**config.mk**
```make
export PLATFORM = sky130hd
export DESIGN_NAME = seg_loader
export DESIGN_NICKNAME = d
export VERILOG_FILES = /design/src/rtl/seg_pkg.sv /design/src/rtl/seg_precheck.sv /design/src/rtl/seg_desc_check.sv /design/src/rtl/seg_cache.sv /design/src/rtl/seg_loader.sv
export SDC_FILE = /design/constraint.sdc
export NUM_CORES = 1
export LEC_CHECK = 0
export ABC_AREA = 1
export BUFFER_PORTS_ARGS = -buffer_cell sky130_fd_sc_hd__buf_2
export CAP_MARGIN = 40
export CORE_ASPECT_RATIO = 0.8
export CORE_MARGIN = 2
export CORE_UTILIZATION = 52
export CTS_CLUSTER_DIAMETER = 80
export DETAILED_ROUTE_END_ITERATION = 6
export GPL_ROUTABILITY_DRIVEN = 1
export PLACE_DENSITY_LB_ADDON = 0.08
export SLEW_MARGIN = 20
export SYNTH_ARGS = -nofsm -noshare
export SYNTH_HDL_FRONTEND = slang
export SYNTH_HIERARCHICAL = 1
export SYNTH_SLANG_ARGS = --single-unit
```
**constraint.sdc**
```tcl
create_clock -name clk -period 4.15 [get_ports clk]
set_clock_uncertainty 0.1 [all_clocks]
set_input_delay 1.245 -clock clk [delete_from_list [all_inputs] [get_ports clk]]
set_output_delay 1.245 -clock clk [all_outputs]
set_load 0.02 [all_outputs]
```
**src/rtl/seg_pkg.sv**
```systemverilog
package seg_pkg;
    localparam int SEL_W   = 16;
    localparam int ADDR_W  = 32;
    localparam int DESC_W  = 64;
    localparam int LIM_W   = 20;
    localparam int ACC_W   = 8;
    localparam int ATTR_W  = ACC_W + 1;
    localparam int PL_W    = 2;
    localparam int GRAN_SH = 12;
    localparam int REAL_SH = 4;
    localparam int IDX_LSB = 3;
    localparam logic [ADDR_W-1:0] RESET_LIMIT = ADDR_W'(32'h0000_FFFF);

    typedef enum logic [1:0] {
        SC_DATA  = 2'd0,
        SC_CODE  = 2'd1,
        SC_STACK = 2'd2,
        SC_RSVD  = 2'd3
    } seg_class_e;

    typedef enum logic [1:0] {
        FLT_NONE = 2'd0,
        FLT_GP   = 2'd1,
        FLT_NP   = 2'd2,
        FLT_SS   = 2'd3
    } fault_e;

    typedef struct packed {
        logic [7:0]  base_hi;
        logic        gran;
        logic        big;
        logic [1:0]  spare;
        logic [3:0]  lim_hi;
        logic        present;
        logic [1:0]  dpl;
        logic        code_data;
        logic        exec;
        logic        conf;
        logic        rw;
        logic        acc;
        logic [7:0]  base_mid;
        logic [15:0] base_lo;
        logic [15:0] lim_lo;
    } desc_t;

    typedef struct packed {
        logic [SEL_W-1:0]  sel;
        logic [ADDR_W-1:0] base;
        logic [ADDR_W-1:0] limit;
        logic [ATTR_W-1:0] attr;
    } cache_t;

    function automatic logic [PL_W-1:0] eff_priv(input logic v86_on, input logic [PL_W-1:0] cpl);
        return v86_on ? PL_W'(3) : cpl;
    endfunction

    function automatic logic [ADDR_W-1:0] desc_base(input desc_t d);
        return {d.base_hi, d.base_mid, d.base_lo};
    endfunction

    function automatic logic [ADDR_W-1:0] desc_limit(input desc_t d);
        logic [LIM_W-1:0] raw;
        raw = {d.lim_hi, d.lim_lo};
        return d.gran ? (ADDR_W'(raw) << GRAN_SH) : ADDR_W'(raw);
    endfunction

    function automatic logic [ATTR_W-1:0] desc_attr(input desc_t d);
        return {d.big, d.present, d.dpl, d.code_data, d.exec, d.conf, d.rw, d.acc};
    endfunction
endpackage

```
**src/rtl/seg_precheck.sv**
```systemverilog
module seg_precheck
    import seg_pkg::*;
(
    input  logic [SEL_W-1:0]  sel,
    input  seg_class_e        cls,
    input  logic [ADDR_W-1:0] gdt_base,
    input  logic [SEL_W-1:0]  gdt_limit,
    input  logic [ADDR_W-1:0] ldt_base,
    input  logic [SEL_W-1:0]  ldt_limit,
    output logic [ADDR_W-1:0] rd_addr,
    output fault_e            pre_flt,
    output logic [SEL_W-1:0]  pre_err
);
    logic [SEL_W-1:0]  byte_off;
    logic [ADDR_W-1:0] tbl_base;
    logic [SEL_W-1:0]  tbl_lim;
    logic              null_idx;
    logic              needs_nonnull;

    always_comb begin
        byte_off      = {sel[SEL_W-1:IDX_LSB], IDX_LSB'(0)};
        tbl_base      = sel[2] ? ldt_base  : gdt_base;
        tbl_lim       = sel[2] ? ldt_limit : gdt_limit;
        rd_addr       = tbl_base + ADDR_W'(byte_off);
        null_idx      = (sel[SEL_W-1:IDX_LSB] == '0);
        needs_nonnull = (cls == SC_CODE) || (cls == SC_STACK);
        pre_flt       = FLT_NONE;
        pre_err       = '0;
        if (byte_off > tbl_lim) begin
            pre_flt = FLT_GP;
            pre_err = sel;
        end else if (null_idx && needs_nonnull) begin
            pre_flt = FLT_GP;
            pre_err = '0;
        end
    end
endmodule

```
**src/rtl/seg_desc_check.sv**
```systemverilog
module seg_desc_check
    import seg_pkg::*;
(
    input  seg_class_e        cls,
    input  logic [SEL_W-1:0]  sel,
    input  logic [PL_W-1:0]   cpl,
    input  logic [DESC_W-1:0] desc_raw,
    output fault_e            flt,
    output logic [SEL_W-1:0]  err
);
    desc_t            d;
    logic [PL_W-1:0]  rpl;

    always_comb begin
        d   = desc_t'(desc_raw);
        rpl = sel[PL_W-1:0];
        flt = FLT_NONE;
        unique case (cls)
            SC_STACK: begin
                if (!d.code_data)                      flt = FLT_GP;
                else if (d.exec || !d.rw)              flt = FLT_GP;
                else if ((rpl != cpl) || (rpl != d.dpl)) flt = FLT_GP;
                else if (!d.present)                   flt = FLT_SS;
            end
            SC_CODE: begin
                if (!d.code_data)                      flt = FLT_GP;
                else if (!d.present)                   flt = FLT_NP;
                else if (!d.exec)                      flt = FLT_GP;
                else if (d.conf) begin
                    if (d.dpl > cpl)                   flt = FLT_GP;
                end else begin
                    if ((rpl > cpl) || (cpl != d.dpl)) flt = FLT_GP;
                end
            end
            default: begin
                if (!d.code_data)                      flt = FLT_GP;
                else if ((rpl > d.dpl) || (cpl > d.dpl)) flt = FLT_GP;
                else if (!d.present)                   flt = FLT_NP;
            end
        endcase
        err = (flt == FLT_NONE) ? '0 : sel;
    end
endmodule

```
**src/rtl/seg_cache.sv**
```systemverilog
module seg_cache
    import seg_pkg::*;
(
    input  logic              clk,
    input  logic              rst,
    input  logic              upd_real,
    input  logic [SEL_W-1:0]  real_sel,
    input  logic              upd_prot,
    input  cache_t            prot_val,
    output cache_t            cache
);
    always_ff @(posedge clk) begin
        if (rst) begin
            cache.sel   <= '0;
            cache.base  <= '0;
            cache.limit <= RESET_LIMIT;
            cache.attr  <= '0;
        end else if (upd_prot) begin
            cache <= prot_val;
        end else if (upd_real) begin
            cache.sel  <= real_sel;
            cache.base <= ADDR_W'(real_sel) << REAL_SH;
        end
    end

    AST_REAL_KEEPS_LIMIT: assert property (@(posedge clk) disable iff (rst)
        (upd_real && !upd_prot) |=> ($stable(cache.limit) && $stable(cache.attr)));
endmodule

```
**src/rtl/seg_loader.sv**
```systemverilog
module seg_loader
    import seg_pkg::*;
(
    input  logic              clk,
    input  logic              rst,
    input  logic              req_valid,
    input  logic [15:0]       req_sel,
    input  logic [1:0]        req_class,
    input  logic              pe,
    input  logic              v86,
    input  logic [1:0]        cpl_in,
    input  logic [31:0]       gdt_base,
    input  logic [15:0]       gdt_limit,
    input  logic [31:0]       ldt_base,
    input  logic [15:0]       ldt_limit,
    output logic              mem_req,
    output logic [31:0]       mem_addr,
    input  logic              mem_ack,
    input  logic [63:0]       mem_rdata,
    output logic              busy,
    output logic              done,
    output logic [1:0]        flt_code,
    output logic [15:0]       flt_err,
    output logic              cpl_wr,
    output logic [1:0]        cpl_new,
    output logic [15:0]       cur_sel,
    output logic [31:0]       cur_base,
    output logic [31:0]       cur_limit,
    output logic [8:0]        cur_attr
);
    typedef enum logic {ST_IDLE = 1'b0, ST_READ = 1'b1} st_e;

    st_e               st;
    logic [SEL_W-1:0]  cap_sel;
    seg_class_e        cap_cls;
    logic [PL_W-1:0]   cap_cpl;
    logic [ADDR_W-1:0] addr_q;
    logic              done_q;
    fault_e            flt_q;
    logic [SEL_W-1:0]  err_q;
    logic              cplwr_q;
    logic [PL_W-1:0]   cplnew_q;

    seg_class_e        in_cls;
    logic              take;
    logic              prot_mode;
    logic [ADDR_W-1:0] pre_addr;
    fault_e            pre_flt;
    logic [SEL_W-1:0]  pre_err;
    fault_e            chk_flt;
    logic [SEL_W-1:0]  chk_err;
    logic              desc_in;
    logic              upd_real;
    logic              upd_prot;
    cache_t            prot_val;
    cache_t            cache;
    desc_t             rd_desc;

    assign in_cls    = seg_class_e'(req_class);
    assign take      = req_valid && (st == ST_IDLE);
    assign prot_mode = pe && !v86;
    assign desc_in   = (st == ST_READ) && mem_ack;
    assign upd_real  = take && !prot_mode;
    assign upd_prot  = desc_in && (chk_flt == FLT_NONE);
    assign rd_desc   = desc_t'(mem_rdata);

    always_comb begin
        prot_val.sel   = cap_sel;
        prot_val.base  = desc_base(rd_desc);
        prot_val.limit = desc_limit(rd_desc);
        prot_val.attr  = desc_attr(rd_desc);
    end

    seg_precheck u_pre (
        .sel       (req_sel),
        .cls       (in_cls),
        .gdt_base  (gdt_base),
        .gdt_limit (gdt_limit),
        .ldt_base  (ldt_base),
        .ldt_limit (ldt_limit),
        .rd_addr   (pre_addr),
        .pre_flt   (pre_flt),
        .pre_err   (pre_err)
    );

    seg_desc_check u_chk (
        .cls      (cap_cls),
        .sel      (cap_sel),
        .cpl      (cap_cpl),
        .desc_raw (mem_rdata),
        .flt      (chk_flt),
        .err      (chk_err)
    );

    seg_cache u_cache (
        .clk      (clk),
        .rst      (rst),
        .upd_real (upd_real),
        .real_sel (req_sel),
        .upd_prot (upd_prot),
        .prot_val (prot_val),
        .cache    (cache)
    );

    always_ff @(posedge clk) begin
        if (rst) begin
            st       <= ST_IDLE;
            cap_sel  <= '0;
            cap_cls  <= SC_DATA;
            cap_cpl  <= '0;
            addr_q   <= '0;
            done_q   <= 1'b0;
            flt_q    <= FLT_NONE;
            err_q    <= '0;
            cplwr_q  <= 1'b0;
            cplnew_q <= '0;
        end else begin
            done_q  <= 1'b0;
            cplwr_q <= 1'b0;
            if (take) begin
                cap_sel <= req_sel;
                cap_cls <= in_cls;
                cap_cpl <= eff_priv(v86, cpl_in);
                if (!prot_mode) begin
                    done_q <= 1'b1;
                    flt_q  <= FLT_NONE;
                    err_q  <= '0;
                end else if (pre_flt != FLT_NONE) begin
                    done_q <= 1'b1;
                    flt_q  <= pre_flt;
                    err_q  <= pre_err;
                end else begin
                    st     <= ST_READ;
                    addr_q <= pre_addr;
                end
            end else if (desc_in) begin
                st     <= ST_IDLE;
                done_q <= 1'b1;
                flt_q  <= chk_flt;
                err_q  <= chk_err;
                if ((chk_flt == FLT_NONE) && (cap_cls == SC_CODE)) begin
                    cplwr_q  <= 1'b1;
                    cplnew_q <= cap_sel[PL_W-1:0];
                end
            end
        end
    end

    assign mem_req   = (st == ST_READ);
    assign mem_addr  = addr_q;
    assign busy      = (st == ST_READ);
    assign done      = done_q;
    assign flt_code  = flt_q;
    assign flt_err   = err_q;
    assign cpl_wr    = cplwr_q;
    assign cpl_new   = cplnew_q;
    assign cur_sel   = cache.sel;
    assign cur_base  = cache.base;
    assign cur_limit = cache.limit;
    assign cur_attr  = cache.attr;

    AST_MEM_HOLD: assert property (@(posedge clk) disable iff (rst)
        (mem_req && !mem_ack) |=> (mem_req && $stable(mem_addr)));

    AST_CPL_ONLY_ON_OK: assert property (@(posedge clk) disable iff (rst)
        cpl_wr |-> (done && flt_code == FLT_NONE));

    AST_FAULT_HOLDS_CACHE: assert property (@(posedge clk) disable iff (rst)
        (done && flt_code != FLT_NONE) |-> (cur_sel == $past(cur_sel) && cur_base == $past(cur_base)
                                            && cur_limit == $past(cur_limit)));

    AST_SS_ONLY_STACK: assert property (@(posedge clk) disable iff (rst)
        (done && flt_code == FLT_SS) |-> (cap_cls == SC_STACK));

    AST_NO_READ_REAL: assert property (@(posedge clk) disable iff (rst)
        (req_valid && !busy && !(pe && !v86)) |=> !mem_req);
endmodule

```
==> impl_metrics.tcl, run 1 <==
set metrics [dict create \
    ys_top_cells_by_area "dfxtp_1, nand2_1, nor2_1" \
    avgViaCountPerCell 5.05 \
    cts_resized 0 \
    cp_common_cell "nand2_1" \
    syn_area_per_cell_um2 6.19 \
    finalPower_mw 4.17 \
    arrival_ns 3.91 \
    crit_type "input port to flip-flop" \
    nets 2121 \
    rsz0062_at_grt "no" \
    min_period_ns 3.68 \
    drcViolationCount 1 \
    slowest_stage "nand2_2" \
    wl_met1_um 15100 \
    r2r_start "cap_sel[0]" \
    syn2layout_area_growth_pct 24.3 \
    ys_seq_elements 164 \
    antenna_found_initial 2 \
    dp_hpwl_um 24500 \
    top_layer_used "met5" \
    vias 10968 \
    fin_crit_sh 0.887 \
    ys_types 38 \
    htree_levels 4 \
    holdPathEnd "u_cache/cache[12]" \
    crit_fanout 18 \
    wl_met2_um 14100 \
    dp.cells 2139 \
    synth_area_um2 9950 \
    dr_wl_met3_um 3330 \
    die-area_um2 20300 \
    maxSlewHeadroom 0.529 \
    ff2ff_path_depth 16 \
    crit_start "req_sel[2]" \
    synth_cells 1606 \
    path_clk_slew_ns 0.07 \
    grt_max_degree 72 \
    layout_commonest_cell "nand2_1" \
    start_util 0.527 \
    final_util 0.655 \
    cts_tree "built" \
    cp-start-kind "input port" \
    slowest_delay_ns 0.30 \
    p_leak_nw 7.11 \
    drt_wl_total_um 32800 \
    gp_congestion 0.979 \
    fin_cells 2172 \
    fmax_mhz 272 \
    cts-root-buf "clkbuf_16" \
    grt_pass1_vias 9490 \
    drt-wirelength-per-cell_um 15.1 \
    grt_first_pass_wirelength_um 50100 \
    synth_top_area_frac 0.330 \
    yosysWarnings 6 \
    clock_path_buffers 2 \
    final.setup.tns_ns 0 \
    std_cell_rows 45 \
    tightest_slew_ns 0.706 \
    die_w_um 159 \
    io_buffers 328 \
    hold_path_startpoint "u_cache/cache[12]" \
    mostFrequentLayoutCells "nand2_1, buf_2, nor2_1, inv_1, dfxtp_1" \
    irDropWorstVdd_v 0.000274 \
    violations "DRC" \
    min_path_type "flip-flop to flip-flop" \
    ant_nets 0 \
    setup_viol 0 \
    ys_seq_area_frac 0.330 \
    hold_buffers 0 \
    fp.dieH_um 128 \
    synth_top_cell_by_area "dfxtp_1" \
    reg2reg_slack_ns 1.15 \
    grt_overflow 0 \
    grt_usage 0.318 \
    post_cts_buffers 0 \
    cp_cell_sequence "buf_2, buf_4, mux2i_1, ha_1, nand2_1, nand2_1, a21o_1, nand2_1, nand2_1, nor2_1, nand2_1, nand2_2, nand2_1, nor2_2, nand2_1, nand2_2, nand3_1, nand2_1, nor2_1" \
    first_pass_iters 7 \
    reg2reg_to "u_cache/cache[45]" \
    hold_violations 0 \
    first_iter_violations 1020 \
    clock_latency_ns 0.44 \
    status "finished, violations left" \
    drive_gt1_frac 0.231 \
    clock-sinks 164 \
    whs_path_depth 2 \
    postSynthNetCount 1827 \
    cts_buffers 17 \
    power_density_nw_per_um2 337 \
    coreArea_um2 18900 \
    io_pins 331 \
    drv_slew 0 \
    maxCapViolations 0 \
    cp.required_ns 4.38 \
    nFillCells 1800 \
    endpoint_kind "flip-flop" \
]
-- registers in the layout (all words and copies together), names as in the netlist --
register       flops
busy               1
cap_cls            2
cap_cpl            2
cap_sel           16
cpl_new            2
cpl_wr             1
done               1
flt_code           2
flt_err           16
mem_addr          32
u_cache/cache     89
-- worst max-delay path, delay by kind of cell --
family / cells / cell delay [ns]
buffers and inverters: 2 / 0.50
AND/OR/NAND/NOR: 14 / 1.53
AO/OA/AOI/OAI: 1 / 0.16
multiplexers: 1 / 0.21
adder cells (fa/ha/maj): 1 / 0.27
-- logic make-up (layout without fill, tap and decap cells) --
kind of cell             Yosys count  after routing  synth area share
multiplexers                      13             13            0.0131
AND/OR/NAND/NOR                  967            967             0.414
XOR/XNOR                          13             13            0.0114
AO/OA/AOI/OAI                    136            136            0.0698
flip-flops                       164            164             0.330
buffers and inverters            277            584             0.117
other                              1              2          0.000377
adder cells (fa/ha/maj)           35             35            0.0448
-- through the flow --
stage | hold WS, ns | worst slack (ns) | instance area (µm²)
floorplan | 0.362 | 0.227 | 9950
global placement | 0.334 | 0.119 | 11700
detailed placement | 0.338 | 0.0864 | 11800
CTS | 0.355 | 0.526 | 12400
global route | 0.373 | 0.170 | 12400
finish | 0.353 | 0.468 | 12400
-- worst max path at each step --
stage               slack, ns  cells past startpoint           end
floorplan                0.23                     21    flt_err[6]
global placement         0.12                     19  mem_addr[29]
detailed placement       0.09                     19    flt_err[8]
CTS                      0.53                     19    flt_err[8]
global route             0.17                     19   flt_err[14]
finish                   0.47                     19    flt_err[8]
-- cell type report --
class | instances | area [µm²] | share of cell area
Sequential cell | 164 | 3280 | 0.266
Multi-Input combinational cell | 1165 | 5510 | 0.446
Inverter | 195 | 733 | 0.0593
Clock buffer | 19 | 443 | 0.0358
Tap cell | 258 | 323 | 0.0261
Clock inverter | 13 | 141 | 0.0114
Antenna cell | 1 | 2.50 | 0.000202
Timing Repair Buffer | 357 | 1930 | 0.156
-- metal layers --
metal	up-vias	global-route usage
met5	-	0
met2	458	0.469
met3	20	0.0815
met4	2	0.0578
li1	5576	-
met1	4912	0.472
-- Yosys cell counts, drive strengths merged --
master / number
a211oi: 1
a21o: 1
a21oi: 77
a31oi: 1
and2: 2
and3: 1
buf: 49
clkbuf: 33
clkinv: 1
conb: 1
dfxtp: 164
fa: 1
ha: 34
inv: 194
mux2i: 13
nand2: 567
nand3: 129
nand3b: 3
nand4: 40
nor2: 219
nor3: 3
nor4: 2
o21ai: 56
or2: 1
xor2: 13
-- report_power, final --
part | switching (mW) | internal, mW | leakage, nW
Clock | 0.713 | 0.865 | 0.284
Sequential | 0.0406 | 1.63 | 1.34
Combinational | 0.606 | 0.315 | 5.49
Power figures use the tool's default switching activity.
==> run 2, diff against run 1 <==
Settings changed: CORE_UTILIZATION 52 to 50, SLEW_MARGIN 20 to unset.
==> impl_metrics.tcl, run 2 (synthesis gave the netlist of run 1 again) <==
set metrics [dict create \
    status "finished clean" \
    tightest_slew_ns 0.741 \
    largest_reg_flops 89 \
    crit_fanout 32 \
    antenna_found_initial 0 \
    path_clk_slew_ns 0.07 \
    drcViolationCount 0 \
    grt_overflow 0 \
    cp_common_cell "nand2_1" \
    maxCapViolations 0 \
    hold_violations 0 \
    cp-endpoint "mem_addr[4]" \
    grt_usage 0.298 \
    io_buffers 328 \
    die-area_um2 21000 \
    setup_viol 0 \
    cp_num_buf_inv 3 \
    power_density_nw_per_um2 341 \
    rsz0062_at_grt "no" \
    ff2ff_path_depth 16 \
    cp_cell_sequence "buf_2, buf_12, mux2i_1, ha_1, nand2_1, nor2_1, and2_1, nand2_1, nor2_1, nor2_1, nand2_1, nand2_2, nand2_1, nor2_2, buf_4, nand4_1, a21oi_1" \
    grt_first_pass_wirelength_um 49300 \
    clock_latency_ns 0.44 \
    grt_pass1_vias 9246 \
    first_iter_violations 894 \
    layout_commonest_cell "nand2_1" \
    hold_buffers 0 \
    cts_buffers 17 \
    n_antenna_cell 0 \
    first_pass_iters 5 \
    start_util 0.505 \
    crit_start "req_sel[2]" \
    fmax_mhz 279 \
    syn2layout_area_growth_pct 24.0 \
    p_leak_nw 7.08 \
    cts_resized 0 \
    maxSlewHeadroom 0.506 \
    final_area_um2 12300 \
    clock-sinks 164 \
    slowest_delay_ns 0.34 \
    mostFrequentLayoutCells "nand2_1, buf_2, nor2_1, inv_1, dfxtp_1" \
    fp.dieH_um 130 \
    crit_cells 17 \
    cts-root-buf "clkbuf_16" \
    ant_nets 0 \
    crit_type "input port to flip-flop" \
    coreArea_um2 19700 \
    place_area_um2 11700 \
    nets 2115 \
    slowest_stage "buf_4" \
    drt-wirelength-per-cell_um 15.0 \
    die_w_um 162 \
    grt_max_degree 78 \
    arrival_ns 3.84 \
    drt_wl_total_um 32500 \
    reg2reg_slack_ns 1.15 \
    cp.required_ns 4.41 \
    vias 10758 \
    drive_gt1_frac 0.228 \
    critPathTopFamily "simple AND/OR/NAND/NOR gates" \
    htree_levels 4 \
    final_util 0.627 \
    gp_congestion 0.960 \
    nFillCells 1999 \
    post_cts_buffers 0 \
    fin_crit_sh 0.862 \
    io_pins 331 \
    dp_hpwl_um 24500 \
    reg2reg_to "u_cache/cache[74]" \
    cp-start-kind "input port" \
    endpoint_kind "flip-flop" \
    final.setup.tns_ns 0 \
    avgViaCountPerCell 4.96 \
    min_period_ns 3.58 \
    clock_path_buffers 2 \
    top_register "u_cache/cache" \
    r2r_start "cap_sel[0]" \
    std_cell_rows 46 \
    min_path_type "flip-flop to flip-flop" \
    cts_tree "built" \
    irDropWorstVdd_v 0.000234 \
    drv_slew 0 \
]
## run 2: how the worst min path moves through the flow
stage	from	to	slack, ns	cells after the start
final	u_cache/cache[12]	u_cache/cache[12]	0.35	2
after global routing	u_cache/cache[67]	u_cache/cache[67]	0.38	2
after CTS	u_cache/cache[12]	u_cache/cache[12]	0.36	2
after detailed placement	u_cache/cache[12]	u_cache/cache[12]	0.34	2
after global placement	u_cache/cache[14]	u_cache/cache[14]	0.33	2
after floorplan	cap_cls[0]	cap_cls[0]	0.36	2
## run 2: layout make-up
class	count	area [µm²]	share of cell area
clock buffers	20	457	0.0370
clock inverters	12	145	0.0118
inverters	195	733	0.0594
multi-input cells	1165	5510	0.446
flip-flops and latches	164	3280	0.266
well taps	264	330	0.0268
repair buffers	351	1880	0.153
## run 2: report_power, final
group / leakage [nW] / internal [mW] / total [mW] / switching, mW
clock network: 0.287 / 0.931 / 1.63 / 0.699
registers: 1.34 / 1.63 / 1.67 / 0.0392
logic: 5.46 / 0.308 / 0.906 / 0.598
total: 7.08 / 2.87 / 4.21 / 1.34
## run 2: metal layers
| metal | track usage | vias up | part of all wire |
|---|---|---|---|
| met1 | 0.438 | 4784 | 0.47 |
| met2 | 0.448 | 390 | 0.42 |
| met3 | 0.0648 | 22 | 0.096 |
| met4 | 0.0619 | 0 | 0.0098 |
| li1 | - | 5562 | - |
| met5 | 0 | - | 0 |
## run 2: tightest hold or removal path, stage by stage (launching register included)
cell and delay [ns]:
dfxtp_1 0.32, nand2_1 0.05, nand3_1 0.05
## run 2: through the flow
stage	setup WS, ns	hold WS (ns)	instances	total power, mW
5_1_grt	0.310	0.381	2171	4.39
4_1_cts	0.630	0.358	2171	4.22
3_3_place_gp	0.209	0.334	2137	2.58
2_1_floorplan	0.227	0.362	1606	2.28
3_5_place_dp	0.226	0.340	2139	2.60
6_report	0.571	0.353	2171	4.21
